$ cat src/rtl/iodec_pkg.sv
// Package: shared widths, mode encodings and the configuration record
// used by the I/O port decoder. Assumes an 8-bit I/O address.
package iodec_pkg;
    localparam int IODEC_ADDR_W = 8;
    localparam int IODEC_WIN_W  = 3;
    localparam int IODEC_PRE_W  = 2;

    // Match mode for address bit 4; two codes mean "ignore"
    typedef enum logic [1:0] {
        B4_ANY  = 2'd0,
        B4_ZERO = 2'd1,
        B4_ONE  = 2'd2,
        B4_ANYX = 2'd3
    } b4_mode_e;

    // Host preset selection
    typedef enum logic [IODEC_PRE_W-1:0] {
        PRE_CUSTOM = 2'd0,
        PRE_HOST_A = 2'd1,
        PRE_HOST_B = 2'd2,
        PRE_HOST_C = 2'd3
    } preset_e;

    // Effective decode configuration
    typedef struct packed {
        logic [IODEC_WIN_W-1:0] win;
        b4_mode_e               b4;
        logic                   b3_must1;
        logic                   b21_must0;
        logic                   irq_nmi;
    } dec_cfg_t;
endpackage

$ cat src/rtl/iodec_cfg_mux.sv
// Module: iodec_cfg_mux
// Resolves the effective decode configuration: either one of three fixed
// host presets or the custom configuration inputs. Purely combinational;
// assumes the configuration inputs are static during bus activity.
module iodec_cfg_mux
    import iodec_pkg::*;
#(
    parameter int WIN_W = IODEC_WIN_W,
    parameter int PRE_W = IODEC_PRE_W
) (
    input  logic [PRE_W-1:0] preset_i,
    input  logic [WIN_W-1:0] win_i,
    input  logic [1:0]       b4_mode_i,
    input  logic             b3_must1_i,
    input  logic             b21_must0_i,
    input  logic             irq_to_nmi_i,
    output dec_cfg_t         cfg_o
);
    localparam logic [WIN_W-1:0] WIN_A = WIN_W'(4);
    localparam logic [WIN_W-1:0] WIN_B = WIN_W'(5);
    localparam logic [WIN_W-1:0] WIN_C = WIN_W'(0);

    // Select preset fields or pass the custom fields through
    always_comb begin
        cfg_o = '0;
        case (preset_e'(preset_i))
            PRE_HOST_A: begin
                cfg_o.win       = WIN_A;
                cfg_o.b4        = B4_ONE;
                cfg_o.b3_must1  = 1'b1;
                cfg_o.b21_must0 = 1'b1;
                cfg_o.irq_nmi   = 1'b0;
            end
            PRE_HOST_B: begin
                cfg_o.win       = WIN_B;
                cfg_o.b4        = B4_ANY;
                cfg_o.b3_must1  = 1'b0;
                cfg_o.b21_must0 = 1'b0;
                cfg_o.irq_nmi   = 1'b1;
            end
            PRE_HOST_C: begin
                cfg_o.win       = WIN_C;
                cfg_o.b4        = B4_ONE;
                cfg_o.b3_must1  = 1'b0;
                cfg_o.b21_must0 = 1'b0;
                cfg_o.irq_nmi   = 1'b0;
            end
            default: begin
                cfg_o.win       = win_i;
                cfg_o.b4        = b4_mode_e'(b4_mode_i);
                cfg_o.b3_must1  = b3_must1_i;
                cfg_o.b21_must0 = b21_must0_i;
                cfg_o.irq_nmi   = irq_to_nmi_i;
            end
        endcase
    end
endmodule

$ cat src/rtl/iodec_addr_match.sv
// Module: iodec_addr_match
// Compares address bits ADDR_W-1..1 with the effective configuration,
// one field at a time, and ANDs the field results. Bit 0 is not an input:
// it never takes part in the match. Combinational.
module iodec_addr_match
    import iodec_pkg::*;
#(
    parameter int ADDR_W = IODEC_ADDR_W,
    parameter int WIN_W  = IODEC_WIN_W
) (
    input  logic [ADDR_W-1:1] addr_i,
    input  dec_cfg_t          cfg_i,
    output logic              match_o
);
    localparam int WIN_LSB = ADDR_W - WIN_W;  // lowest window bit (5)
    localparam int B4_POS  = WIN_LSB - 1;     // single-mode bit (4)
    localparam int B3_POS  = B4_POS - 1;      // must-be-1 bit (3)
    localparam int LOW_HI  = B3_POS - 1;      // top of must-be-0 field (2)
    localparam int LOW_N   = LOW_HI;          // bits LOW_HI..1

    logic win_hit, b4_hit, b3_hit, low_hit;
    logic [LOW_N-1:0] low_bit_ok;

    // Window field: exact compare of the top bits
    always_comb win_hit = (addr_i[ADDR_W-1:WIN_LSB] == cfg_i.win);

    // Bit 4 field: three-way mode
    always_comb begin
        case (cfg_i.b4)
            B4_ZERO: b4_hit = ~addr_i[B4_POS];
            B4_ONE:  b4_hit =  addr_i[B4_POS];
            default: b4_hit = 1'b1;
        endcase
    end

    // Bit 3 field: must be 1 or ignored
    always_comb b3_hit = ~cfg_i.b3_must1 | addr_i[B3_POS];

    // Low field: each bit must be 0 when the mode demands it
    for (genvar g = 0; g < LOW_N; g++) begin : g_low
        always_comb low_bit_ok[g] = ~cfg_i.b21_must0 | ~addr_i[g+1];
    end
    always_comb low_hit = &low_bit_ok;

    // Combine the field results
    always_comb match_o = win_hit & b4_hit & b3_hit & low_hit;
endmodule

$ cat src/rtl/iodec_strobe_gen.sv
// Module: iodec_strobe_gen
// Qualifies the address match with the bus control lines and registers
// the read/write selects and the register-select bit. Acknowledge cycles
// (M1 low) are never decoded. Synchronous active-low reset.
module iodec_strobe_gen (
    input  logic clk,
    input  logic rst_n,
    input  logic match_i,
    input  logic iorq_n_i,
    input  logic rd_n_i,
    input  logic wr_n_i,
    input  logic m1_n_i,
    input  logic addr0_i,
    output logic rd_cs_n_o,
    output logic wr_cs_n_o,
    output logic reg_sel_o
);
    logic io_cycle;

    // A plain I/O cycle aimed at this device
    always_comb io_cycle = ~iorq_n_i & m1_n_i & match_i;

    // Register the selects and the register-select bit
    always_ff @(posedge clk) begin
        if (!rst_n) begin
            rd_cs_n_o <= 1'b1;
            wr_cs_n_o <= 1'b1;
            reg_sel_o <= 1'b0;
        end else begin
            rd_cs_n_o <= ~(io_cycle & ~rd_n_i);
            wr_cs_n_o <= ~(io_cycle & ~wr_n_i);
            reg_sel_o <= addr0_i;
        end
    end

    // A select may only follow an edge that saw IORQ low
    assert_cs_needs_iorq_R5: assert property (@(posedge clk) disable iff (!rst_n)
        (!rd_cs_n_o || !wr_cs_n_o) |-> $past(!iorq_n_i));
    // Acknowledge cycles are never decoded
    assert_no_ack_decode_R6: assert property (@(posedge clk) disable iff (!rst_n)
        (!rd_cs_n_o || !wr_cs_n_o) |-> $past(m1_n_i));
endmodule

$ cat src/rtl/iodec_irq_route.sv
// Module: iodec_irq_route
// Steers the peripheral's active-low interrupt request to the maskable or
// the non-maskable output. Outputs model open-drain pulls: 1 means
// released. Registered, synchronous active-low reset.
module iodec_irq_route (
    input  logic clk,
    input  logic rst_n,
    input  logic irq_n_i,
    input  logic to_nmi_i,
    output logic int_n_o,
    output logic nmi_n_o
);
    // Drive only the selected line; hold the other released
    always_ff @(posedge clk) begin
        if (!rst_n) begin
            int_n_o <= 1'b1;
            nmi_n_o <= 1'b1;
        end else begin
            int_n_o <= irq_n_i | to_nmi_i;
            nmi_n_o <= irq_n_i | ~to_nmi_i;
        end
    end

    // Never pull both interrupt lines at once
    assert_irq_exclusive_R8: assert property (@(posedge clk) disable iff (!rst_n)
        (int_n_o || nmi_n_o));
    // A pulled line always traces back to an active request
    assert_irq_source_R8: assert property (@(posedge clk) disable iff (!rst_n)
        (!int_n_o || !nmi_n_o) |-> $past(!irq_n_i));
endmodule

$ cat src/rtl/iodec_vdp_port.sv
// Module: iodec_vdp_port (top)
// I/O port decoder for a video display peripheral: resolves the host
// configuration, matches the address, generates registered selects and
// routes the interrupt. Assumes configuration is static while in use.
module iodec_vdp_port
    import iodec_pkg::*;
#(
    parameter int ADDR_W = IODEC_ADDR_W,
    parameter int WIN_W  = IODEC_WIN_W,
    parameter int PRE_W  = IODEC_PRE_W
) (
    input  logic              clk,
    input  logic              rst_n,
    input  logic [ADDR_W-1:0] addr_i,
    input  logic              iorq_n_i,
    input  logic              rd_n_i,
    input  logic              wr_n_i,
    input  logic              m1_n_i,
    input  logic [PRE_W-1:0]  preset_i,
    input  logic [WIN_W-1:0]  win_i,
    input  logic [1:0]        b4_mode_i,
    input  logic              b3_must1_i,
    input  logic              b21_must0_i,
    input  logic              irq_to_nmi_i,
    input  logic              vdp_irq_n_i,
    output logic              rd_cs_n_o,
    output logic              wr_cs_n_o,
    output logic              reg_sel_o,
    output logic              int_n_o,
    output logic              nmi_n_o
);
    localparam int WIN_LSB = ADDR_W - WIN_W;

    dec_cfg_t cfg;
    logic     match;

    iodec_cfg_mux #(.WIN_W(WIN_W), .PRE_W(PRE_W)) cfg_i (
        .preset_i     (preset_i),
        .win_i        (win_i),
        .b4_mode_i    (b4_mode_i),
        .b3_must1_i   (b3_must1_i),
        .b21_must0_i  (b21_must0_i),
        .irq_to_nmi_i (irq_to_nmi_i),
        .cfg_o        (cfg)
    );

    iodec_addr_match #(.ADDR_W(ADDR_W), .WIN_W(WIN_W)) match_i (
        .addr_i  (addr_i[ADDR_W-1:1]),
        .cfg_i   (cfg),
        .match_o (match)
    );

    iodec_strobe_gen strobe_i (
        .clk       (clk),
        .rst_n     (rst_n),
        .match_i   (match),
        .iorq_n_i  (iorq_n_i),
        .rd_n_i    (rd_n_i),
        .wr_n_i    (wr_n_i),
        .m1_n_i    (m1_n_i),
        .addr0_i   (addr_i[0]),
        .rd_cs_n_o (rd_cs_n_o),
        .wr_cs_n_o (wr_cs_n_o),
        .reg_sel_o (reg_sel_o)
    );

    iodec_irq_route irq_i (
        .clk      (clk),
        .rst_n    (rst_n),
        .irq_n_i  (vdp_irq_n_i),
        .to_nmi_i (cfg.irq_nmi),
        .int_n_o  (int_n_o),
        .nmi_n_o  (nmi_n_o)
    );

    // A select implies the window bits matched at the sampling edge
    assert_window_match_R1: assert property (@(posedge clk) disable iff (!rst_n)
        (!rd_cs_n_o || !wr_cs_n_o) |-> ($past(addr_i[ADDR_W-1:WIN_LSB]) == $past(cfg.win)));
    // With the low-field mode on, a select implies bits 2..1 were zero
    assert_low_field_R4: assert property (@(posedge clk) disable iff (!rst_n)
        (!rd_cs_n_o && $past(cfg.b21_must0)) |-> ($past(addr_i[2:1]) == 2'b00));
    // With the bit-3 mode on, a select implies bit 3 was one
    assert_bit3_R3: assert property (@(posedge clk) disable iff (!rst_n)
        (!wr_cs_n_o && $past(cfg.b3_must1)) |-> $past(addr_i[3]));
endmodule

$ cat config.mk
export PLATFORM = sky130hd
export DESIGN_NAME = iodec_vdp_port
export DESIGN_NICKNAME = d
export VERILOG_FILES = /design/src/rtl/iodec_pkg.sv /design/src/rtl/iodec_cfg_mux.sv /design/src/rtl/iodec_addr_match.sv /design/src/rtl/iodec_strobe_gen.sv /design/src/rtl/iodec_irq_route.sv /design/src/rtl/iodec_vdp_port.sv
export SDC_FILE = /design/constraint.sdc
export NUM_CORES = 1
export LEC_CHECK = 0
export ABC_CLOCK_PERIOD_IN_PS = 5170
export CORE_AREA = 3 3 40 42
export CTS_BUF_LIST = sky130_fd_sc_hd__clkbuf_8
export DETAILED_ROUTE_END_ITERATION = 16
export DIE_AREA = 0 0 43 45
export GPL_ROUTABILITY_DRIVEN = 0
export PLACE_DENSITY_LB_ADDON = 0.1
export SLEW_MARGIN = 25
export SYNTH_ARGS = -nofsm -noshare
export SYNTH_HDL_FRONTEND = slang
export SYNTH_HIERARCHICAL = 1
export SYNTH_SLANG_ARGS = --single-unit
$ cat constraint.sdc
create_clock -name clk -period 5.17 [get_ports clk]
set_clock_uncertainty 0.2 [all_clocks]
set_input_delay 1.034 -clock clk [delete_from_list [all_inputs] [get_ports clk]]
set_output_delay 1.034 -clock clk [all_outputs]
set_load 0.1 [all_outputs]
## Word-level counts from Yosys, hierarchy flattened

Index checks and enable logic that the tools add are counted.
W data, S select, Z words.

- Flip-flop bits (word level): 5
- Bits of input ports: 25
- Output and inout port bits: 5
- Word-level logic and storage cells: 37

- Eq/ne operators: 6
- Mux-type cells: 2
- Bitwise logic cells: 23
- Reduce and logical (&&, ||, !) cells: 1

Operators by type and width:

| operator | count |
|---|---|
| $pmux W8 S3 | 1 |
| $not A1 Y1 | 11 |
| $and A1 B1 Y1 | 7 |
| $eq A2 B2 Y1 const B | 3 |
| $or A1 B1 Y1 | 5 |
| $eq A2 B1 Y1 const B | 2 |
| $eq A3 B3 Y1 | 1 |
| $pmux W1 S2 | 1 |
| $reduce_and A2 Y1 | 1 |

## Logic depth before layout (Yosys ltp)

Gate-level depths: netlist (run 1).

- Depth in word-level cells: 10
- Mapped depth: 12
- Depth with buffers taken out: 11

## Cells and area by module

Netlist (run 1), hierarchy kept.

Modules (own cells, without submodules):

| module | times used | cells an instance | area each (um^2) | sequential area each (um^2) |
|---|---|---|---|---|
| iodec_cfg_mux | 1 | 24 | 163.9 | 0.0 |
| iodec_addr_match | 1 | 12 | 110.1 | 0.0 |
| iodec_strobe_gen | 1 | 7 | 87.6 | 60.1 |
| iodec_irq_route | 1 | 4 | 56.3 | 40.0 |

## Worst setup path before layout (run 1)

OpenSTA, ideal clock, no wires.

- Kind: input -> register
- From: in preset_i[0]
- To: reg strobe_i.rd_cs_n_o
- Library setup time: 0.120 ns
- Data arrival time: 2.448 ns
- Data required time: 4.850 ns
- Path slack: 2.402 ns
- Stages: 10
- Path buffers: 1
- Path through: inv_1 > ha_1 > buf_6 > o21ai_0 > ha_1 > mux2_4 > o221ai_2 > nor4_2 > nand4b_1 > or2_1

RTL lines:

| item | line | RTL |
|---|---|---|
| start: declaration | iodec_vdp_port.sv:19 | `input logic [PRE_W-1:0] preset_i,` |
| end signal: assignment | iodec_strobe_gen.sv:30 | `rd_cs_n_o <= ~(io_cycle & ~rd_n_i);` |
| end: declaration | iodec_strobe_gen.sv:14 | `output logic rd_cs_n_o,` |

==> impl_metrics.ini, run 1 <==
[run_status]
outcome = finished, final reports clean

[route]
first_iter_violations = 0
wl_per_cell_um = 10.3
drc_errors = 0
dr.pass1.iters = 1
vias = 389
wirelength_um = 972
via_per_inst = 4.14
antenna_left = 0

[power]
pwr-share-comb_pct = 31.0
power.share.sequential_pct = 25.3
switching_share_pct = 25.8
power_w = 0.000159
netSwitchingPower_w = 0.0000411
p_leak_nw = 0.342
power_density_nw_per_um2 = 209
p_clk_share_pct = 43.7
ir_drop_uv = 127
p_int_w = 0.000118

[sta]
drv_slew = 0
period_share_pct = 62.9
relSlewSlack_pct = 34.8
period_minus_slack_ns = 3.25
worstMarginPinSlew_ns = 0.976
hold_viol = 0
setup_viol = 0
fmax_mhz = 308
rsz0062_at_grt = no
tns_ns = 0
hold_ws_ns = 1.17

[layout]
design_area_um2 = 761
layout-drive-gt1-share_pct = 8.86
final_util_pct = 59.2
layout.nets = 112
synthToLayoutAreaGrowth_pct = 82.0
antenna_cells = 0

[grt]
overflow = 0
antenna_found_initial = 0
grt_start_max_net_pins = 10
grt_pass1_wl_um = 1520
use_met1_pct = 12.2
grt_usage_pct = 10.6
top_usage_layer = met2
use_met3_pct = 5.98
grt_pass1_vias = 379
met2_usage_pct = 17.4

[min_path]
hold_start = rd_n_i
min_delay_worst_endpoint = strobe_i/rd_cs_n_o$_SDFF_PN1_
hold_path.class = primary input to flip-flop
holdPathStages = 2

[setup_path]
crit_required_ns = 5.07
cp_max_fo = 9
critPathCaptureType = flip-flop
crit_family = buffers and inverters
crit_buf_inv = 2
crit_chain = clkdlybuf4s50_1, inv_1, ha_1, o21ai_0, ha_1, mux2_4, o221ai_2, nor4_2, nand4b_1, or2_1
worstSetupPathType = primary input to flip-flop
critPathMaxStageDelay_ns = 0.52
critPathSlowestCell = clkdlybuf4s50_1
crit_top_cell = ha_1
startpoint_type = primary input
cp.arrival_ns = 3.16
cp.depth = 10

[clock_network]
clkTransAtPathRegs_ns = 0.04
cts_buffer_depth = 2
cts_sinks = 5
cts_tree = built
cts_resized = 0
post-cts-setup-buffer-count = 0
cts_buffers = 3
h-tree-depth = 1
cts_hold_buffers = 0
clockRootBuffer = clkbuf_8

[floorplan]
die_y_um = 45
fp.dieArea_um2 = 1940
start_util_pct = 32.5
core_area_um2 = 1280
ioPinCount = 30
fp.dieW_um = 43
num_rows = 13

[synthesis]
netlist_top_cells_area = dfxtp_1 24%, ha_1 21%, nand2_1 8.1%, mux2_4 7.2%, xor2_1 6.3%
ys_seq_area_share_pct = 24.0
yosysMostFrequentCell = nand2_1
synth_top_area_share_pct = 24.0
syn-cell-area_um2 = 418
ys_ff_latch = 5
synth_cell_types = 17
synthArstFlopShare_pct = 0
synth_top_cell_by_area = dfxtp_1
synth_edf_count = 0
syn_inst = 47
synth_nets = 79
synth_common_cells = 9 x nand2_1, 7 x ha_1, 5 x dfxtp_1, 5 x inv_1
synthFlopType = dfxtp_1
synth.avg_cell_area_um2 = 8.89
synth_warnings = 6

[job]
cap_viol_max_count = 0

[placed_design]
port_buffers = 29
place_area_um2 = 716
dp_hpwl_um = 851
==> cells by family after synthesis <==
family | synth area share [%]
adders and majority gates | 21.0
AOI/OAI and AO/OA | 5.99
and+or+nand+nor | 28.4
muxes | 7.19
DFF | 24.0
buffers and inverters | 7.19
xor gates and xnor gates | 6.29
==> placed cells by master, fill, tap and decap left out <==
cell type	n
mux2_4	2
nand4b_1	1
or2_1	2
clkbuf_8	3
ha_1	7
or3b_1	1
o21ai_0	2
o221ai_2	1
inv_1	6
nor2_1	1
xor2_1	3
clkdlybuf4s50_1	29
nand3b_1	1
nand2_1	9
nor4_2	1
dfxtp_1	5
nand2b_1	2
and2_1	3
==> metal layers <==
layer  routed length (um)  vias up  part of all wire, %
met1                  423      157                   44
met5                    0        -                    0
met3                   68        0                  7.0
met2                  481       18                   49
met4                    0        0                    0
li1                     -      214                    -
==> flip-flops by register name (all words and copies together), names as in the netlist <==
name and flops:
irq_i/int_n_o 1, irq_i/nmi_n_o 1, strobe_i/rd_cs_n_o 1, strobe_i/reg_sel_o 1
strobe_i/wr_cs_n_o 1
==> metrics by stage <==
step | std cells | setup slack [ns]
CTS | 94 | 1.92
detailed placement | 90 | 1.69
finish | 94 | 1.92
floorplan | 47 | 2.40
global route | 94 | 1.70
global placement | 90 | 1.77
==> how the worst max path moves through the flow <==
| stage | start | end | slack [ns] |
|---|---|---|---|
| after global placement | preset_i[0] | strobe_i/rd_cs_n_o$_SDFF_PN1_ | 1.77 |
| after detailed placement | preset_i[0] | strobe_i/wr_cs_n_o$_SDFF_PN1_ | 1.69 |
| after global routing | preset_i[0] | strobe_i/wr_cs_n_o$_SDFF_PN1_ | 1.70 |
| after floorplan | preset_i[0] | strobe_i/rd_cs_n_o$_SDFF_PN1_ | 2.40 |
| final | preset_i[0] | strobe_i/wr_cs_n_o$_SDFF_PN1_ | 1.92 |
| after CTS | preset_i[0] | strobe_i/wr_cs_n_o$_SDFF_PN1_ | 1.92 |
==> final cells by class <==
class	instances	area [um2]
Fill cell	119	524
Timing Repair Buffer	29	290
Multi-Input combinational cell	36	288
Sequential cell	5	100
Clock buffer	3	41.3
Inverter	5	18.8
Tap cell	15	18.8
Clock inverter	1	3.75
==> power by group through the flow <==
| stage | Combinational, W | Clock, W | Sequential, W |
|---|---|---|---|
| final | 0.0000494 | 0.0000696 | 0.0000403 |
| after global routing | 0.0000537 | 0.0000750 | 0.0000403 |
| after CTS | 0.0000499 | 0.0000708 | 0.0000403 |
| after detailed placement | 0.0000498 | 0 | 0.0000409 |
| after global placement | 0.0000496 | 0 | 0.0000409 |
| after floorplan | 0.0000175 | 0 | 0.0000498 |
Note: power is estimated with default switching activity, not from simulation.
==> run 2, diff against run 1 <==
--- a/config.mk
+++ b/config.mk
@@ -5,11 +5,11 @@
 export SDC_FILE = /design/constraint.sdc
 export NUM_CORES = 1
 export LEC_CHECK = 0
-export ABC_CLOCK_PERIOD_IN_PS = 5170
-export CORE_AREA = 3 3 40 42
+export ABC_CLOCK_PERIOD_IN_PS = 2600
+export CORE_MARGIN = 3
+export CORE_UTILIZATION = 31
 export CTS_BUF_LIST = sky130_fd_sc_hd__clkbuf_8
 export DETAILED_ROUTE_END_ITERATION = 16
-export DIE_AREA = 0 0 43 45
 export GPL_ROUTABILITY_DRIVEN = 0
 export PLACE_DENSITY_LB_ADDON = 0.1
 export SLEW_MARGIN = 25
==> constraint.sdc (replaced) <==
create_clock -name clk -period 2.6 [get_ports clk]
set_clock_uncertainty 0.2 [all_clocks]
set_input_delay 0.52 -clock clk [delete_from_list [all_inputs] [get_ports clk]]
set_output_delay 0.52 -clock clk [all_outputs]
set_load 0.1 [all_outputs]
==> impl_metrics.ini, run 2 (synthesized netlist as in run 1, its figures left out) <==
[run_status]
outcome = finished, final reports clean

[setup_path]
worstSetupPathType = primary input to flip-flop
crit_path_start = preset_i[0]
crit_top_cell = ha_2
critPathCaptureType = flip-flop
cp_max_fo = 2
crit_required_ns = 2.50
cp.arrival_ns = 2.18
critPathMaxStageDelay_ns = 0.23
critPathSlowestCell = or2_1
crit_chain = dlymetal6s2s_1, buf_4, ha_2, nor2_2, o21ai_2, inv_1, ha_2, mux2_4, o221ai_2, nor4_2, nand4b_1, or2_1
startpoint_type = primary input

[sta]
hold_viol = 0
worst_slack_ns = 0.322
drv_slew = 0
rsz0062_at_grt = no
setup_viol = 0
period_share_pct = 87.6
worstMarginPinSlew_ns = 0.280
period_minus_slack_ns = 2.28
fmax_mhz = 439
relSlewSlack_pct = 81.5

[route]
wl_per_cell_um = 9.70
antenna_left = 0
vias = 422
wirelength_um = 970
dr.pass1.iters = 3
first_iter_violations = 4
drc_errors = 0
via_per_inst = 4.22

[clock_network]
cts_buffer_depth = 2
h-tree-depth = 1
clockRootBuffer = clkbuf_8
clkTransAtPathRegs_ns = 0.03
cts_buffers = 3
cts_tree = built
cts_sinks = 5

[layout]
antenna_cells = 0
layout-drive-gt1-share_pct = 29.1
fin_cells = 100
most-common-layout-cells = 22 x clkdlybuf4s50_1, 12 x buf_4, 9 x nand2_1, 5 x inv_1, 5 x dfxtp_1
synthToLayoutAreaGrowth_pct = 95.8
final_common_cell = clkdlybuf4s50_1
layout.nets = 119

[grt]
grt_start_max_net_pins = 7
grt_usage_pct = 10.9
overflow = 0
antenna_found_initial = 0
grt_pass1_vias = 399
grt_pass1_wl_um = 1500

[placed_design]
dp_hpwl_um = 893
place_inst = 96
place_ws_ns = -0.258
port_buffers = 29

[power]
power_density_nw_per_um2 = 395
pwr-share-comb_pct = 33.3
p_clk_share_pct = 41.9
power_w = 0.000323
ir_drop_uv = 234
switching_share_pct = 25.4
power.share.sequential_pct = 24.8
netSwitchingPower_w = 0.0000820
p_leak_nw = 0.392
p_int_w = 0.000241

[min_path]
hold_path.class = primary input to flip-flop
hold_start = wr_n_i
min_delay_worst_endpoint = strobe_i/wr_cs_n_o$_SDFF_PN1_
holdPathStages = 2

[job]
cap_viol_max_count = 0

[floorplan]
fp.dieArea_um2 = 1820
die_y_um = 42.7
fp.dieW_um = 42.7
core_area_um2 = 1190
ioPinCount = 30
start_util_pct = 35.2
num_rows = 12
## run 2: power by group through the flow
stage | combinational, W | sequential, W | clock (W)
finish | 0.000108 | 0.0000803 | 0.000136
global route | 0.000116 | 0.0000805 | 0.000144
CTS | 0.000107 | 0.0000803 | 0.000139
detailed placement | 0.000107 | 0.0000814 | 0
global placement | 0.000106 | 0.0000814 | 0
floorplan | 0.0000347 | 0.0000991 | 0
## run 2: cell type report
class	instances	area [um2]
inverter	5	18.8
clock buffer	3	41.3
timing repair buffer	36	335
fill	104	368
tap	14	17.5
multi-input combinational	36	302
sequential	5	100
clock inverter	1	3.75
## run 2: metrics by stage
step	TNS (ns)	hold slack (ns)	instance area, um2	util (%)
after floorplan	0	0.403	418	-
final	0	0.674	818	69.0
after detailed placement	-0.515	0.816	754	63.6
after global routing	0	0.696	818	69.0
after global placement	-0.297	0.817	754	63.6
after CTS	0	0.680	800	67.4
## run 2: worst max-delay path by stage
stage,cells past startpoint,to,slack (ns)
floorplan,10,strobe_i/rd_cs_n_o$_SDFF_PN1_,0.35
detailed placement,10,strobe_i/rd_cs_n_o$_SDFF_PN1_,-0.26
global placement,10,strobe_i/rd_cs_n_o$_SDFF_PN1_,-0.15
global route,12,strobe_i/wr_cs_n_o$_SDFF_PN1_,0.20
finish,12,strobe_i/wr_cs_n_o$_SDFF_PN1_,0.32
CTS,10,strobe_i/rd_cs_n_o$_SDFF_PN1_,0.05
## run 2: critical path: cells and delay by family
family | cells | cell delay (ns)
adder cells (fa/ha/maj) | 2 | 0.34
AO/OA/AOI/OAI | 2 | 0.17
multiplexers | 1 | 0.14
buffers and inverters | 3 | 0.32
AND/OR/NAND/NOR | 4 | 0.68
## run 2: what timing repair did
| action | 4_1_cts | 5_1_grt |
|---|---|---|
| endpoints found under the setup margin | 2 | 2 |
| hold buffers | 0 | 0 |
| setup buffers | 0 | 0 |
| gates resized for setup | 1 | 8 |
| endpoints found under the hold margin | 0 | 0 |
| pin swaps | 0 | 4 |
## run 2: routing by layer
metal	share of wire (%)	GRT usage, %	up-vias
met4	0	5.59	0
li1	-	-	228
met1	42	13.4	178
met2	52	17.1	16
met3	6.2	2.97	0
met5	0	0	-
